==> config.mk <==
export PLATFORM = sky130hd
export DESIGN_NAME = cm_seq
export DESIGN_NICKNAME = d
export VERILOG_FILES = /design/src/rtl/cm_pkg.sv /design/src/rtl/cm_imm_expand.sv /design/src/rtl/cm_parcel_buf.sv /design/src/rtl/cm_parcel_dec.sv /design/src/rtl/cm_mode_ctx.sv /design/src/rtl/cm_seq.sv
export SDC_FILE = /design/constraint.sdc
export NUM_CORES = 1
export LEC_CHECK = 0
export CORE_UTILIZATION = 46
export DETAILED_ROUTE_END_ITERATION = 12
export GPL_TIMING_DRIVEN = 0
export PLACE_DENSITY_LB_ADDON = 0.25
export SLEW_MARGIN = 20
export SYNTH_ARGS = -nofsm -noshare
export SYNTH_HDL_FRONTEND = slang
export SYNTH_SLANG_ARGS = --single-unit
export TNS_END_PERCENT = 5
==> constraint.sdc <==
create_clock -name clk -period 6.5 [get_ports clk]
set_clock_uncertainty 0.1 [all_clocks]
set_input_delay 0.65 -clock clk [delete_from_list [all_inputs] [get_ports clk]]
set_output_delay 0.65 -clock clk [all_outputs]
set_load 0.005 [all_outputs]
==> src/rtl/cm_pkg.sv <==
// Shared types for the compressed-mode sequencer.
// Assumes 32-bit fetch words made of two 16-bit parcels.
package cm_pkg;
    localparam int WORD_W   = 32;
    localparam int PARCEL_W = WORD_W / 2;
    localparam int MAJOR_W  = 6;
    localparam int EXT_W    = 5;
    localparam int FORM_W   = 2;

    // How the parcel under decode is handled.
    typedef enum logic [1:0] {
        PK_WIDE  = 2'd0,
        PK_ENTRY = 2'd1,
        PK_SUST  = 2'd2,
        PK_PAD   = 2'd3
    } parcel_kind_e;

    localparam logic [FORM_W-1:0] FORM_ADDI  = 2'b00;
    localparam logic [FORM_W-1:0] FORM_ADDIS = 2'b01;

    // Decoded slot fields, without the immediate.
    typedef struct packed {
        logic               is16;
        logic               entry;
        logic [FORM_W-1:0]  form;
        logic [EXT_W-1:0]   ext;
        logic [MAJOR_W-1:0] major;
        logic [WORD_W-1:0]  raw;
    } slot_t;
endpackage

==> src/rtl/cm_imm_expand.sv <==
// Expands the compressed immediate into a sign-extended IMM_W-bit value.
// Assumes IMM_W >= 11, so the widest form (shifted add-immediate) fits.
module cm_imm_expand #(
    parameter int IMM_W = 16
) (
    input  logic [cm_pkg::FORM_W-1:0] form,
    input  logic                      sign_bit,
    input  logic [6:0]                field,
    output logic [IMM_W-1:0]          imm
);
    import cm_pkg::*;

    localparam int PAD4  = IMM_W - 4;
    localparam int PAD8  = IMM_W - 8;
    localparam int PAD11 = IMM_W - 11;

    // Choose the extension width from the form code.
    always_comb begin
        if (form == FORM_ADDI) begin
            imm = {{PAD4{sign_bit}}, sign_bit, field[2:0]};
        end else if (form == FORM_ADDIS) begin
            imm = {{PAD11{sign_bit}}, sign_bit, field, 3'b000};
        end else begin
            imm = {{PAD8{sign_bit}}, sign_bit, field};
        end
    end
endmodule

==> src/rtl/cm_parcel_buf.sv <==
// Holds one fetch word and a half pointer (upper half first).
// Assumes the consumer asserts take_word only at the upper half and
// take for a single parcel. A new word may load in the cycle the last
// parcel of the current word is consumed.
module cm_parcel_buf (
    input  logic                      clk,
    input  logic                      rst_n,
    input  logic                      fetch_valid,
    input  logic [cm_pkg::WORD_W-1:0] fetch_data,
    output logic                      fetch_ready,
    input  logic                      take,
    input  logic                      take_word,
    output logic                      word_valid,
    output logic                      at_upper,
    output logic [cm_pkg::WORD_W-1:0] word
);
    import cm_pkg::*;

    logic              wvalid_q;
    logic              lower_q;
    logic [WORD_W-1:0] wbuf_q;
    logic              last_use;

    // Detect that the buffered word is used up this cycle.
    always_comb begin
        last_use    = take_word || (take && lower_q);
        fetch_ready = !wvalid_q || last_use;
    end

    // Load words, step the half pointer, release the word when used up.
    always_ff @(posedge clk) begin
        if (!rst_n) begin
            wvalid_q <= 1'b0;
            lower_q  <= 1'b0;
            wbuf_q   <= '0;
        end else if (fetch_valid && fetch_ready) begin
            wvalid_q <= 1'b1;
            lower_q  <= 1'b0;
            wbuf_q   <= fetch_data;
        end else if (last_use) begin
            wvalid_q <= 1'b0;
            lower_q  <= 1'b0;
        end else if (take) begin
            lower_q  <= 1'b1;
        end
    end

    assign word_valid = wvalid_q;
    assign at_upper   = !lower_q;
    assign word       = wbuf_q;

    // A parcel is never consumed from an empty buffer.
    AST_TAKE_NEEDS_WORD: assert property (@(posedge clk) disable iff (!rst_n)
        (take || take_word) |-> wvalid_q) else $error("take on empty buffer");
    // The half pointer only moves forward from upper to lower within a word.
    AST_UPPER_FIRST: assert property (@(posedge clk) disable iff (!rst_n)
        $rose(lower_q) |-> $past(take) && !$past(fetch_valid && fetch_ready)) else $error("half order");
endmodule

==> src/rtl/cm_parcel_dec.sv <==
// Classifies the current parcel and builds its slot fields.
// Assumes mode_c is the compressed-mode flag in effect for this parcel.
module cm_parcel_dec #(
    parameter int          IMM_W        = 16,
    parameter logic [4:0]  ENTRY_PREFIX = 5'b00010
) (
    input  logic [cm_pkg::WORD_W-1:0] word,
    input  logic                      at_upper,
    input  logic                      mode_c,
    output cm_pkg::parcel_kind_e      kind,
    output cm_pkg::slot_t             slot,
    output logic [IMM_W-1:0]          imm,
    output logic                      cont
);
    import cm_pkg::*;

    logic [PARCEL_W-1:0] parcel;
    logic [FORM_W-1:0]   form;
    logic [IMM_W-1:0]    imm_c;

    // Select the parcel and pull out the fields shared by all compressed parcels.
    always_comb begin
        parcel = at_upper ? word[WORD_W-1:PARCEL_W] : word[PARCEL_W-1:0];
        form   = {parcel[10], parcel[8]};
        cont   = parcel[9];
    end

    cm_imm_expand #(.IMM_W(IMM_W)) u_imm (
        .form     (form),
        .sign_bit (parcel[7]),
        .field    (parcel[6:0]),
        .imm      (imm_c)
    );

    // Classify the parcel: mode first, then the prefix, then alignment.
    always_comb begin
        if (mode_c)                            kind = PK_SUST;
        else if (parcel[15:11] == ENTRY_PREFIX) kind = PK_ENTRY;
        else if (at_upper)                     kind = PK_WIDE;
        else                                   kind = PK_PAD;
    end

    // Build the slot fields for the chosen kind.
    always_comb begin
        slot = '0;
        imm  = '0;
        case (kind)
            PK_WIDE: begin
                slot.major = word[WORD_W-1:WORD_W-MAJOR_W];
                slot.raw   = word;
            end
            PK_ENTRY: begin
                slot.is16  = 1'b1;
                slot.entry = 1'b1;
                slot.form  = form;
                slot.major = parcel[15:10];
                slot.raw   = {{PARCEL_W{1'b0}}, parcel};
                imm        = imm_c;
            end
            PK_SUST: begin
                slot.is16  = 1'b1;
                slot.form  = form;
                slot.ext   = parcel[15:11];
                slot.raw   = {{PARCEL_W{1'b0}}, parcel};
                imm        = imm_c;
            end
            default: ;
        endcase
    end
endmodule

==> src/rtl/cm_mode_ctx.sv <==
// Compressed-mode context register with trap clear and restore load.
// Assumes step is already blocked in trap and restore cycles.
module cm_mode_ctx (
    input  logic clk,
    input  logic rst_n,
    input  logic step,
    input  logic step_is16,
    input  logic step_cont,
    input  logic trap_pulse,
    input  logic restore_pulse,
    input  logic restore_mode,
    output logic mode_q
);
    // Update the mode: trap first, then restore, then the decoded parcel.
    always_ff @(posedge clk) begin
        if (!rst_n) begin
            mode_q <= 1'b0;
        end else if (trap_pulse) begin
            mode_q <= 1'b0;
        end else if (restore_pulse) begin
            mode_q <= restore_mode;
        end else if (step) begin
            mode_q <= step_is16 && step_cont;
        end
    end

    // A trap always leaves the context in standard mode.
    AST_TRAP_CLEARS: assert property (@(posedge clk) disable iff (!rst_n)
        trap_pulse |=> !mode_q) else $error("trap did not clear mode");
    // A restore without a trap loads the supplied value.
    AST_RESTORE_LOADS: assert property (@(posedge clk) disable iff (!rst_n)
        (restore_pulse && !trap_pulse) |=> mode_q == $past(restore_mode)) else $error("restore mismatch");
    // No decode step happens in a trap or restore cycle.
    AST_NO_STEP_ON_CTX: assert property (@(posedge clk) disable iff (!rst_n)
        (trap_pulse || restore_pulse) |-> !step) else $error("step during context write");
endmodule

==> src/rtl/cm_seq.sv <==
// Compressed-mode instruction stream sequencer (top).
// Takes fetch words, decodes one parcel or word per cycle into a
// registered output slot, and holds the compressed-mode context.
// Assumes fetch words are aligned and trap/restore are single-cycle pulses.
module cm_seq #(
    parameter int         IMM_W        = 16,
    parameter logic [4:0] ENTRY_PREFIX = 5'b00010
) (
    input  logic             clk,
    input  logic             rst_n,
    input  logic             fetch_valid,
    input  logic [31:0]      fetch_data,
    output logic             fetch_ready,
    output logic             out_valid,
    input  logic             out_ready,
    output logic             out_is16,
    output logic             out_entry,
    output logic [1:0]       out_form,
    output logic [4:0]       out_ext,
    output logic [5:0]       out_major,
    output logic [IMM_W-1:0] out_imm,
    output logic [31:0]      out_raw,
    input  logic             trap_pulse,
    input  logic             restore_pulse,
    input  logic             restore_mode,
    output logic             save_mode
);
    import cm_pkg::*;

    logic              word_valid;
    logic              at_upper;
    logic [WORD_W-1:0] word;
    logic              mode_q;
    parcel_kind_e      kind;
    slot_t             dec_slot;
    logic [IMM_W-1:0]  dec_imm;
    logic              dec_cont;
    logic              slot_free;
    logic              step;
    logic              emit;
    logic              take;
    logic              take_word;
    slot_t             slot_q;
    logic [IMM_W-1:0]  imm_q;
    logic              ovalid_q;

    cm_parcel_buf u_buf (
        .clk         (clk),
        .rst_n       (rst_n),
        .fetch_valid (fetch_valid),
        .fetch_data  (fetch_data),
        .fetch_ready (fetch_ready),
        .take        (take),
        .take_word   (take_word),
        .word_valid  (word_valid),
        .at_upper    (at_upper),
        .word        (word)
    );

    cm_parcel_dec #(.IMM_W(IMM_W), .ENTRY_PREFIX(ENTRY_PREFIX)) u_dec (
        .word     (word),
        .at_upper (at_upper),
        .mode_c   (mode_q),
        .kind     (kind),
        .slot     (dec_slot),
        .imm      (dec_imm),
        .cont     (dec_cont)
    );

    cm_mode_ctx u_mode (
        .clk           (clk),
        .rst_n         (rst_n),
        .step          (step),
        .step_is16     (dec_slot.is16),
        .step_cont     (dec_cont),
        .trap_pulse    (trap_pulse),
        .restore_pulse (restore_pulse),
        .restore_mode  (restore_mode),
        .mode_q        (mode_q)
    );

    // Decide whether a parcel advances this cycle and what it uses up.
    always_comb begin
        slot_free = !ovalid_q || out_ready;
        step      = word_valid && slot_free && !trap_pulse && !restore_pulse;
        emit      = step && (kind != PK_PAD);
        take      = step && (kind != PK_WIDE);
        take_word = step && (kind == PK_WIDE);
    end

    // Output slot register: load on emit, clear when consumed.
    always_ff @(posedge clk) begin
        if (!rst_n) begin
            ovalid_q <= 1'b0;
            slot_q   <= '0;
            imm_q    <= '0;
        end else if (emit) begin
            ovalid_q <= 1'b1;
            slot_q   <= dec_slot;
            imm_q    <= dec_imm;
        end else if (out_ready) begin
            ovalid_q <= 1'b0;
        end
    end

    assign out_valid = ovalid_q;
    assign out_is16  = slot_q.is16;
    assign out_entry = slot_q.entry;
    assign out_form  = slot_q.form;
    assign out_ext   = slot_q.ext;
    assign out_major = slot_q.major;
    assign out_imm   = imm_q;
    assign out_raw   = slot_q.raw;
    assign save_mode = mode_q;

    // A stalled slot keeps its contents.
    AST_HOLD_STABLE: assert property (@(posedge clk) disable iff (!rst_n)
        (out_valid && !out_ready) |=> out_valid && $stable(out_raw) && $stable(out_imm) && $stable(out_is16)) else $error("slot changed under stall");
    // A 32-bit slot never carries an entry opcode.
    AST_WIDE_NOT_PREFIX: assert property (@(posedge clk) disable iff (!rst_n)
        (out_valid && !out_is16) |-> out_major[5:1] != ENTRY_PREFIX) else $error("wide slot with prefix");
    // The add-immediate form stays inside four signed bits.
    AST_ADDI_RANGE: assert property (@(posedge clk) disable iff (!rst_n)
        (out_valid && out_is16 && out_form == FORM_ADDI) |->
        ($signed(out_imm) >= $signed(IMM_W'(-8)) && $signed(out_imm) <= $signed(IMM_W'(7)))) else $error("addi range");
    // The shifted form is a multiple of eight.
    AST_ADDIS_ALIGN: assert property (@(posedge clk) disable iff (!rst_n)
        (out_valid && out_is16 && out_form == FORM_ADDIS) |-> out_imm[2:0] == 3'b000) else $error("addis align");
    // The other forms stay inside eight signed bits.
    AST_SEXT8_RANGE: assert property (@(posedge clk) disable iff (!rst_n)
        (out_valid && out_is16 && out_form[1]) |->
        ($signed(out_imm) >= $signed(IMM_W'(-128)) && $signed(out_imm) <= $signed(IMM_W'(127)))) else $error("sext8 range");
endmodule

==> impl_metrics.csv <==
group,metric,value,unit
worst_setup_path,required,5750,ps
sta,tightest_slew,583,ps
sta,final_hold_viol_count,0,
clock_tree,path_clk_slew,100,ps
yosys,syn_nets,511,
clock_tree,cts_repair_resize_count,0,
layout,multiInputGateArea,0.00212,sq mm
layout,final_common_cell,"nand2_1",
global_route,grt_pass1_vias,3974,
clock_tree,cts_setup_buffers,0,
layout,fillCellCount,749,
die,die_y,98.0,um
power,leakagePower,2.08,nW
die,die_x,98.0,um
clock_tree,clock-root-buffer,"clkbuf_8",
global_route,use_met2,42.7,%
worst_setup_path,cp-end-kind,"output pin",
sta,whs,364,ps
detailed_routing,drt-initial-drc-count,307,
min_path,hp-class,"reg -> reg",
yosys,synth_top_area_share,44.4,%
global_route,grt_pass1_wl,19500,um
detailed_routing,ant_nets,0,
yosys,synthFlopType,"dfxtp_1",
die,io_pins,105,
detailed_routing,dr_total_vias,3884,
clock_tree,cts_buffer_depth,2,
sta,period_share,59.6,%
clock_tree,worstSkewPairLatency,370,ps
worst_setup_path,cp_max_fo,9,
global_route,met3_usage,5.08,%
sta,rsz0062_at_grt,"false",
die,fp.coreArea,0.00881,sq mm
layout,nNetsFinal,625,
placed_design,dp_hpwl,9220,um
yosys,ys_seq_area_share,44.4,%
min_path,hold_depth,2,
min_path,whs_endpoint,"out_raw[1]$_SDFFE_PN0P_",
detailed_routing,wirelength,12100,um
yosys,ys_ff_latch,94,
clock_tree,htree_levels,3,
global_route,grt-busiest-layer,"met2",
min_path,min_from,"out_raw[1]$_SDFFE_PN0P_",
clock_tree,numCtsBuffers,9,
clock_tree,cts_tree,"yes",
yosys,synth.distinct_cells,45,
placed_design,gp_congestion,0.891,
yosys,syn_inst,468,
placed_design,numPortBuffers,103,
worst_setup_path,reg2reg_slack,3300,ps
detailed_routing,vias_per_cell,5.59,
detailed_routing,drc_errors,7,
sta,fmax,0.258,GHz
layout,seq_area,0.00188,sq mm
worst_setup_path,crit_arrival,3130,ps
global_route,grtUsageMet1,33.0,%
job,maxCapViolations,0,
detailed_routing,wl_per_cell,17.5,um
worst_setup_path,r2r-start,"u_mode.mode_q$_SDFFE_PP0P_",
yosys,synthTopCellsByArea,"dfxtp_1 (44%), nand2_1 (9.9%), mux2i_1 (9.4%)",
worst_setup_path,reg2reg_depth,11,
sta,slew_violations,0,
detailed_routing,first_pass_iters,9,
yosys,synth-edff-count,0,
worst_setup_path,crit_path_top_delay_cell,"clkdlybuf4s50_1",
global_route,gr-total-overflow,0,
sta,fin_tns_setup,0,ps
worst_setup_path,regToRegEndpoint,"u_buf.word[4]$_SDFFE_PN0P_",
die,start_util,48.2,%
layout,num_antenna_cells,0,
die,die_area,0.00961,sq mm
worst_setup_path,max_stage_delay,590,ps
clock_tree,clkSinkCount,94,
layout,layout_common_cells,"nand2_1 (112), clkdlybuf4s50_1 (103), dfxtp_1 (94)",
power,p_per_area,218,mW/mm^2
worst_setup_path,worstSetupPathType,"reg -> out",
sta,setup_viol,0,
clock_tree,cts-hold-fix-buffers,0,
yosys,syn_avg_cell_area,9.07,sq um
sta,period_needed,3880,ps
yosys,synth_area,0.00424,sq mm
global_route,antenna_found_initial,0,
layout,areaGrowthSynthToFinish,32.9,%
power,vdd_drop_max,0.122,mV
global_route,grt_max_degree,18,
yosys,yosys_warnings,0,
worst_setup_path,cp-start-kind,"register",
outcome,violations,"DRC",
die,rows,34,
global_route,grtUsageTotal,25.9,%
yosys,synth_area_leader_cell,"dfxtp_1",
yosys,synth-async-reset-ratio,0,%
layout,drive_above_1_share,8.35,%
worst_setup_path,path_cells,"buf_6 > or4b_4 > o32ai_4 > ha_1 > buf_2 > nor2_1 > o41ai_2 > clkdlybuf4s50_1",
outcome,status,"finished, violations left",
sta,slew_headroom,61.1,%
[metal layers]
| layer | part of all wire (%) | routed length (um) |
|---|---|---|
| met5 | 0 | 0 |
| met4 | 2.7 | 324 |
| met3 | 6.4 | 778 |
| met2 | 47 | 5720 |
| met1 | 44 | 5320 |
[worst max path at each step]
stage                                    start                          end  slack, ps  cells after the start
floorplan           u_mode.mode_q$_SDFFE_PP0P_  u_buf.word[10]$_SDFFE_PN0P_       3680                     11
global placement    u_mode.mode_q$_SDFFE_PP0P_                  fetch_ready       3120                      8
detailed placement  u_mode.mode_q$_SDFFE_PP0P_                  fetch_ready       3040                      8
CTS                 u_mode.mode_q$_SDFFE_PP0P_                  fetch_ready       2630                      8
global route        u_mode.mode_q$_SDFFE_PP0P_                  fetch_ready       2500                      8
finish              u_mode.mode_q$_SDFFE_PP0P_                  fetch_ready       2620                      8
[flip-flops by register name, summed over array words and instances (netlist names)]
register / cells
out_imm: 11
out_form: 2
out_entry: 1
u_buf.word_valid: 1
out_raw: 32
u_buf.lower_q: 1
u_buf.word: 32
out_valid: 1
u_mode.mode_q: 1
out_is16: 1
out_ext: 5
out_major: 6
[through the flow]
stage	cells	utilization, %	setup slack [ps]	instance area (sq um)	power, mW
floorplan	468	-	3680	4240	0.717
global placement	679	61.4	3120	5410	0.785
detailed placement	679	61.4	3040	5410	0.790
CTS	695	64.0	2630	5640	1.23
global route	695	64.0	2500	5640	1.27
finish	695	64.0	2620	5640	1.23
[area by class of cell]
| class | count | area share [%] |
|---|---|---|
| Tap cell | 108 | 2.40 |
| Clock buffer | 9 | 2.20 |
| Buffer | 45 | 3.97 |
| Clock inverter | 7 | 1.86 |
| Inverter | 4 | 0.266 |
| Timing Repair Buffer | 103 | 18.3 |
| Multi-Input combinational cell | 325 | 37.6 |
| Sequential cell | 94 | 33.4 |
[power breakdown]
part / switching (mW) / internal, mW
sequential: 0.0220 / 0.596
combinational: 0.0865 / 0.0760
clock: 0.224 / 0.223
total: 0.333 / 0.895
[critical path: cells and delay by family, from the launching register on]
kind	cells	cell delay, ps
AND/OR/NAND/NOR	2	640
flip-flops	1	330
buffers and inverters	3	930
adder cells (fa/ha/maj)	1	200
AO/OA/AOI/OAI	2	650
[synthesized netlist by cell type, types with 2 or more instances]
| master | number |
|---|---|
| buf_2 | 7 |
| buf_4 | 10 |
| mux2_2 | 10 |
| a22oi_1 | 5 |
| o2bb2ai_1 | 9 |
| clkbuf_1 | 25 |
| nand2_1 | 112 |
| o21ai_0 | 2 |
| ha_1 | 4 |
| nand3_1 | 26 |
| a21o_1 | 2 |
| o211ai_1 | 3 |
| a21boi_0 | 36 |
| or3_1 | 4 |
| nor2b_1 | 3 |
| o211a_1 | 3 |
| a221oi_1 | 8 |
| and2_1 | 2 |
| nor3b_1 | 9 |
| mux2i_1 | 40 |
| o22ai_1 | 4 |
| dfxtp_1 | 94 |
| a22o_1 | 7 |
| nor3_1 | 2 |
| inv_1 | 4 |
| a21oi_1 | 6 |
| a32oi_1 | 2 |
| nand2b_1 | 3 |
| nor2_1 | 10 |
[cells by family (layout without fill, tap and decap cells)]
| logic type | Yosys count | count (layout) | share of synthesized area [%] |
|---|---|---|---|
| compound gates | 92 | 92 | 17.4 |
| fa+ha+maj | 4 | 4 | 1.18 |
| buf+inv | 49 | 168 | 5.63 |
| flops | 94 | 94 | 44.4 |
| mux | 50 | 50 | 12.1 |
| simple gates | 179 | 179 | 19.3 |
Power figures use the tool's default switching activity.
